[config.mk]
export PLATFORM = sky130hd
export DESIGN_NAME = can_mode_seq
export DESIGN_NICKNAME = d
export VERILOG_FILES = /design/src/rtl/can_mode_pkg.sv /design/src/rtl/can_mode_req.sv /design/src/rtl/can_mode_resync.sv /design/src/rtl/can_mode_out.sv /design/src/rtl/can_mode_seq.sv
export SDC_FILE = /design/constraint.sdc
export NUM_CORES = 1
export LEC_CHECK = 0
export BUFFER_PORTS_ARGS = -buffer_cell sky130_fd_sc_hd__buf_4
export CORE_MARGIN = 5
export CORE_UTILIZATION = 43
export DETAILED_ROUTE_END_ITERATION = 10
export GPL_TIMING_DRIVEN = 0
export PLACE_DENSITY = 0.83
export SYNTH_ARGS = -nofsm -noshare
export SYNTH_HDL_FRONTEND = slang
export SYNTH_SLANG_ARGS = --single-unit
[constraint.sdc]
create_clock -name clk_i -period 1.66 [get_ports clk_i]
set_input_delay 0.166 -clock clk_i [delete_from_list [all_inputs] [get_ports clk_i]]
set_output_delay 0.166 -clock clk_i [all_outputs]
set_load 0.1 [all_outputs]
[src/rtl/can_mode_pkg.sv]
package can_mode_pkg;
  localparam int BUS_W = 3;

  localparam logic [BUS_W-1:0] BUS_IDLE     = 3'd0;
  localparam logic [BUS_W-1:0] BUS_FRAME    = 3'd1;
  localparam logic [BUS_W-1:0] BUS_INTM     = 3'd2;
  localparam logic [BUS_W-1:0] BUS_ERR_PASV = 3'd3;
  localparam logic [BUS_W-1:0] BUS_OFF      = 3'd4;

  typedef enum logic [2:0] {
    M_RUN,
    M_FRZ_WAIT_ST,
    M_FRZ_WAIT_ACT,
    M_FROZEN,
    M_DIS_WAIT_ST,
    M_DIS_WAIT_ACT,
    M_DISABLED,
    M_RESYNC
  } mode_e;

  function automatic logic frz_safe_state(input logic [BUS_W-1:0] s);
    return (s == BUS_IDLE) || (s == BUS_INTM) || (s == BUS_ERR_PASV) || (s == BUS_OFF);
  endfunction

  function automatic logic dis_safe_state(input logic [BUS_W-1:0] s);
    return (s == BUS_IDLE) || (s == BUS_OFF);
  endfunction
endpackage

[src/rtl/can_mode_req.sv]
module can_mode_req (
  input  logic halt_i,
  input  logic frz_en_i,
  input  logic debug_i,
  input  logic mdis_i,
  output logic frz_req_o,
  output logic dis_req_o
);
  assign frz_req_o = frz_en_i & (halt_i | debug_i) & ~mdis_i;
  assign dis_req_o = mdis_i;
endmodule

[src/rtl/can_mode_resync.sv]
module can_mode_resync #(
  parameter int RESYNC_BITS = 11
) (
  input  logic clk_i,
  input  logic rst_ni,
  input  logic clr_i,
  input  logic tick_i,
  input  logic rx_bit_i,
  output logic done_o
);
  localparam int CNT_W = $clog2(RESYNC_BITS + 1);
  localparam logic [CNT_W-1:0] LAST = CNT_W'(RESYNC_BITS - 1);

  logic [CNT_W-1:0] cnt_q;

  always_ff @(posedge clk_i or negedge rst_ni) begin
    if (!rst_ni)     cnt_q <= '0;
    else if (clr_i)  cnt_q <= '0;
    else if (tick_i) cnt_q <= rx_bit_i ? cnt_q + 1'b1 : '0;
  end

  assign done_o = ~clr_i & tick_i & rx_bit_i & (cnt_q == LAST);
endmodule

[src/rtl/can_mode_out.sv]
module can_mode_out
  import can_mode_pkg::*;
#(
  parameter int NUM_CLK_GATES = 2
) (
  input  mode_e                    mode_i,
  output logic                     frz_ack_o,
  output logic                     not_rdy_o,
  output logic                     lpm_ack_o,
  output logic                     presc_en_o,
  output logic                     rx_ignore_o,
  output logic                     tx_rec_o,
  output logic                     ecr_we_o,
  output logic [NUM_CLK_GATES-1:0] clk_en_o
);
  logic frozen, disabled;

  assign frozen      = (mode_i == M_FROZEN);
  assign disabled    = (mode_i == M_DISABLED);
  assign frz_ack_o   = frozen;
  assign lpm_ack_o   = disabled;
  assign not_rdy_o   = frozen | disabled | (mode_i == M_RESYNC);
  assign presc_en_o  = ~(frozen | disabled);
  assign rx_ignore_o = frozen | disabled;
  assign tx_rec_o    = frozen | disabled;
  assign ecr_we_o    = frozen;

  for (genvar g = 0; g < NUM_CLK_GATES; g++) begin : g_gate
    assign clk_en_o[g] = ~disabled;
  end
endmodule

[src/rtl/can_mode_seq.sv]
module can_mode_seq
  import can_mode_pkg::*;
#(
  parameter int RESYNC_BITS    = 11,
  parameter int INTM_POS_W     = 2,
  parameter int INTM_CHECK_POS = 2,
  parameter int NUM_CLK_GATES  = 2
) (
  input  logic                     clk_i,
  input  logic                     rst_ni,
  input  logic                     halt_i,
  input  logic                     frz_en_i,
  input  logic                     debug_i,
  input  logic                     mdis_i,
  input  logic [BUS_W-1:0]         bus_state_i,
  input  logic                     busy_i,
  input  logic                     bit_tick_i,
  input  logic                     rx_bit_i,
  input  logic [INTM_POS_W-1:0]    intm_pos_i,
  output logic                     frz_ack_o,
  output logic                     not_rdy_o,
  output logic                     lpm_ack_o,
  output logic                     presc_en_o,
  output logic                     rx_ignore_o,
  output logic                     tx_rec_o,
  output logic                     ecr_we_o,
  output logic [NUM_CLK_GATES-1:0] clk_en_o
);
  localparam logic [INTM_POS_W-1:0] CHECK_POS = INTM_POS_W'(INTM_CHECK_POS);

  mode_e mode_q, mode_d;
  logic  frz_req, dis_req, resync_done, intm_ok;

  can_mode_req u_req (
    .halt_i   (halt_i),
    .frz_en_i (frz_en_i),
    .debug_i  (debug_i),
    .mdis_i   (mdis_i),
    .frz_req_o(frz_req),
    .dis_req_o(dis_req)
  );

  can_mode_resync #(.RESYNC_BITS(RESYNC_BITS)) u_resync (
    .clk_i   (clk_i),
    .rst_ni  (rst_ni),
    .clr_i   (mode_q != M_RESYNC),
    .tick_i  (bit_tick_i),
    .rx_bit_i(rx_bit_i),
    .done_o  (resync_done)
  );

  // third intermission bit sampled recessive
  assign intm_ok = (bus_state_i == BUS_INTM) & bit_tick_i & rx_bit_i &
                   (intm_pos_i == CHECK_POS);

  always_comb begin
    mode_d = mode_q;
    unique case (mode_q)
      M_RUN: begin
        if (dis_req)      mode_d = M_DIS_WAIT_ST;
        else if (frz_req) mode_d = M_FRZ_WAIT_ST;
      end
      M_FRZ_WAIT_ST:  if (frz_safe_state(bus_state_i)) mode_d = M_FRZ_WAIT_ACT;
      M_FRZ_WAIT_ACT: if (!busy_i) mode_d = M_FROZEN;
      M_FROZEN: begin
        if (dis_req)       mode_d = M_DISABLED;
        else if (!frz_req) mode_d = M_RESYNC;
      end
      M_DIS_WAIT_ST:
        if (dis_safe_state(bus_state_i) || intm_ok) mode_d = M_DIS_WAIT_ACT;
      M_DIS_WAIT_ACT: if (!busy_i) mode_d = M_DISABLED;
      M_DISABLED:     if (!dis_req) mode_d = M_RESYNC;
      M_RESYNC: begin
        if (dis_req)          mode_d = M_DIS_WAIT_ACT;
        else if (frz_req)     mode_d = M_FRZ_WAIT_ACT;
        else if (resync_done) mode_d = M_RUN;
      end
      default: mode_d = M_RESYNC;
    endcase
  end

  always_ff @(posedge clk_i or negedge rst_ni) begin
    if (!rst_ni) mode_q <= M_RESYNC;
    else         mode_q <= mode_d;
  end

  can_mode_out #(.NUM_CLK_GATES(NUM_CLK_GATES)) u_out (
    .mode_i     (mode_q),
    .frz_ack_o  (frz_ack_o),
    .not_rdy_o  (not_rdy_o),
    .lpm_ack_o  (lpm_ack_o),
    .presc_en_o (presc_en_o),
    .rx_ignore_o(rx_ignore_o),
    .tx_rec_o   (tx_rec_o),
    .ecr_we_o   (ecr_we_o),
    .clk_en_o   (clk_en_o)
  );
endmodule

# After elaboration in Yosys (flattened, before gate mapping)
# Index checks and enable logic that the tools add are counted.
# Widths: inputs -> output; s select.
[classes]
add_sub_neg = 1
eq_ne = 21
muxes = 16
bitwise = 15
reduce_logical = 9
[op_table]
columns = ["op", "count"]
rows = [
  ["$mux 3", 12],
  ["$pmux 3 s8", 1],
  ["$eq 3x3->1 const B", 5],
  ["$eq 3x2->1 const B", 4],
  ["$mux 4", 3],
  ["$ne 2x2->1 const B", 5],
  ["$ne 3x3->1 const B", 3],
  ["$and 1x1->1", 8],
  ["$reduce_and 8->1", 1],
  ["$logic_not 3->1", 2],
  ["$logic_or 1x1->1", 5],
  ["$add 4x1->4 const B", 1],
  ["$eq 4x4->1 const B", 1],
  ["$ne 4x4->1 const B", 1],
  ["$not 1->1", 4],
  ["$eq 3x1->1 const B", 1],
  ["$or 1x1->1", 3],
  ["$eq 2x2->1 const B", 1],
  ["$reduce_bool 2->1", 1],
]
[word_totals]
register_bits = 7
input_bits = 14
out_inout_bits = 9
wordCells = 64

# Depth between registers and ports, before layout
[logic_depth]
ltp_word = 9
depth_mapped = 7
ltp_nobuf = 7

# Hierarchy
# A second synthesis with hierarchy kept.
[unflattened]
cells_unflattened = 85
area_unflattened_um2 = 690.7
[modules_own_cells]
columns = ["mod", "n_inst", "cells_each", "area_each_um2", "seq_area_each_um2"]
rows = [
  ["can_mode_seq", 1, 46, 354.1, 78.8],
  ["can_mode_resync", 1, 25, 236.5, 100.1],
  ["can_mode_out", 1, 11, 76.3, 0.0],
  ["can_mode_req", 1, 3, 23.8, 0.0],
]

# Worst setup path after synthesis
# No wires, ideal clock.
[synth_path]
path_type = "register to output"
from = "reg mode_q[2]"
to = "out presc_en_o"
arrival_time_ns = 4.761
required_time_ns = 1.494
setup_slack_ns = -3.267
path_stages_with_launch = 6
n_path_buf = 2
path_cell_list = "dfstp_2 > clkbuf_1 > clkbuf_1 > nand3b_1 > o21ai_0 > inv_1"
[synth_via]
elab_chain_len = 3
elab_cells_between_ends = 4
classes_between = "eq/ne: 2; bitwise: 2"
[synth_lines]
columns = ["item", "line_no", "rtl"]
rows = [
  ["start: declaration", "can_mode_seq.sv:31", "mode_e mode_q, mode_d;"],
  ["start signal: assignment", "can_mode_seq.sv:84", "else mode_q <= mode_d;"],
  ["$eq 3x2->1 or $eq 3x3->1 (tied branches)", "can_mode_out.sv:18, can_mode_out.sv:19", ""],
  ["$or 1x1->1 (*)", "-", ""],
  ["named net rx_ignore_o", "can_mode_seq.sv:24", "output logic rx_ignore_o,"],
  ["$not 1->1 (*)", "can_mode_out.sv:23", "assign presc_en_o = ~(frozen | disabled);"],
  ["end: declaration", "can_mode_seq.sv:23", "output logic presc_en_o,"],
]
# The timed path passes the listed nets; every way through them passes the cells marked *.

# Final worst setup path
[layout_path]
from = "reg mode_q[2]"
to = "out presc_en_o"
[layout_via]
elab_chain_len = 3
elab_cells_between_ends = 4
classes_between = "eq/ne: 2; bitwise: 2"
[layout_lines]
columns = ["item", "line_no"]
rows = [
  ["$eq 3x2->1 or $eq 3x3->1 (tied branches)", "can_mode_out.sv:18, can_mode_out.sv:19"],
  ["$or 1x1->1 (*)", "can_mode_out.sv:23"],
  ["$not 1->1 (*)", "can_mode_out.sv:23"],
]
# Mark *: on every way between the ends. The rest lies on a longest branch, timed or not.

==> metrics.txt <==
Die Ht 49.0 µm; post-route ant nets 0; Hold Crit Class in -> reg; worst slack, placed -78.7 ps; R2R cell count 6; Initial Utilization 44.4%; drt wl/cell 15.8 µm; CTS tree built; Area Overhead vs Synth 69.0%; Syn Std Cell Area 653 µm²; Fin Hold WS 205 ps; failing checks setup timing; CP Launch Type flop; drt total wl 2040 µm; met3 WL 110 µm; Antenna diodes 0; uppermost layer routed met4; DRC Markers 0; met1 wire length 742 µm; RSZ-0062 raised after global routing yes; gr ovfl total 0; Peak Freq 552 MHz; Syn Nets 96; worst-margin pin slew 319 ps; post-DP HPWL 1220 µm; drt via density 5.67; clock sink count 7; Final Skew 6.31 ps; CP Max Fanout 4; min cycle time layout 1810 ps; beginning of the critical path mode_q[2]; Final WS setup -152 ps; number of max-cap violations 0; Placed Cells 117; vias in the first global route 713; post-synthesis sequential area ratio 27.4%; post-route clock period utilization 109%; first-pass GRT wire length 3190 µm; r2r setup slk -150 ps; Max Slew Vio Count 0; Die X 49.0 µm; vias 731; CTS clk-pin slew, worst paths 50 ps; status finished, violations left; DRT iter0 DRCs 15; Synth Instances 80; fraction of layout cells with a size suffix above 1 48.7%; Row Count 14; CTS Buffer Depth 2; IO Pins 23; GPL Wtd Cong 0.734; commonest non-fill, non-tap cells in the layout buf_4 (23), buf_12 (8), o21ai_0 (6), a21oi_1 (6), nand2b_1 (5); I/O Buffers 21; Post-Layout Cell Count 129; kind of critical path reg -> out; CP required 1490 ps; Yosys cell types 32; worst r2r src mode_q[2]; fin nets 130; Crit. End Element output port; core area 1470 µm²; worst-skew pair later-pin latency 250 ps; die area 2400 µm²; largest net degree at the start of global routing 11; most common cell after layout, fill and taps aside buf_4; DRT Pass-1 Iters 4; CTS H-tree depth 1; CP arrival 1650 ps; critical path endpoint presc_en_o; WL met2 1160 µm; Mapped Avg Cell Area 8.16 µm²; clk root buf clkbuf_4; # setup viols final 9; antenna violations before repair 0; Slew HR 78.6%; final hold vios 0; setup_tns -779 ps; synth warn 0; capturing point of the worst reg2reg path mode_q[2]; #FFs+latches synth 7; total CTS buffers 3; Tot GR Track Use 17.0%
==> worst min path at each step <==
stage                     depth (start not counted)  slack (ps)                 to      from
after floorplan                                   0        -130  u_resync.cnt_q[0]    rst_ni
after global placement                            1         -20  u_resync.cnt_q[2]    rst_ni
after detailed placement                          1         -20  u_resync.cnt_q[0]    rst_ni
after CTS                                         3         210  u_resync.cnt_q[3]  rx_bit_i
after global routing                              3         200  u_resync.cnt_q[3]  rx_bit_i
final                                             3         210  u_resync.cnt_q[3]  rx_bit_i
==> cell families after synthesis <==
| logic type | after synthesis | synth area share (%) |
|---|---|---|
| mux | 6 | 9.77 |
| compound gates | 22 | 22.0 |
| flops | 7 | 27.4 |
| simple gates | 29 | 24.3 |
| fa+ha+maj | 2 | 3.83 |
| buf+inv | 14 | 12.6 |
==> repair_timing <==
action / CTS / global route
pin swaps: 4 / 2
hold buffers: 1 / 0
resized for setup: 28 / 8
endpoints found under the setup margin: 11 / 11
hold endpoints to repair: 7 / 0
setup buffers: 5 / 4
==> flip-flops by register name, indices dropped and copies added, names as in the netlist <==
| name | flops |
|---|---|
| mode_q | 3 |
| u_resync.cnt_q | 4 |
==> metrics by stage <==
stage	area [µm²]	util (%)
after floorplan	689	-
after global placement	867	58.9
after detailed placement	867	58.9
after CTS	1060	72.1
after global routing	1100	75.0
final	1100	75.0
==> critical path, stage by stage (launching register included) <==
cell and delay, ps:
dfstp_2 570, clkbuf_16 140, nand3b_1 190, o21ai_4 170
clkinvlp_4 160, buf_12 180
==> per-layer routing <==
metal | GRT usage, % | vias up
met5 | 0 | -
met4 | 4.48 | 0
met3 | 5.81 | 2
met2 | 31.7 | 26
met1 | 17.7 | 354
li1 | - | 349
==> final cells by class <==
cell class                 count  area (µm²)
timing repair buffer          30         332
multi-input combinational     59         437
fill                         108         368
inverter                       6        28.8
buffer                         7        81.3
sequential                     7         179
tap                           16        20.0
clock buffer                   4        26.3
==> synth_stat cells <==
cell type	number	area share, %
o22ai_1	1	0.96
buf_6	2	3.4
a21oi_1	6	4.6
o32ai_1	1	1.3
nor3_1	2	1.5
dfstp_2	3	12
nand4_1	2	1.9
o211a_1	1	1.5
buf_4	4	4.6
clkbuf_1	2	1.1
dfrtp_1	4	15
nor2b_1	1	0.96
nor4b_1	1	1.3
nand3b_1	2	2.3
o21ai_0	7	5.4
mux2_1	2	3.4
ha_1	2	3.8
nor3b_1	1	1.1
mux2i_1	3	4.6
a2bb2oi_1	1	1.3
inv_1	6	3.4
nor2_1	5	2.9
o211ai_1	1	1.1
o211ai_2	1	1.9
or4b_1	1	1.5
nand2_1	5	2.9
mux2_2	1	1.7
nand3_1	4	3.1
nand2b_1	5	4.8
o21ai_1	1	0.77
a31oi_2	1	1.9
o21a_1	1	1.1
Power is left out: the tool's default activity adds up to more than one toggle a clock period on the data nets, which glitch-free logic cannot reach.
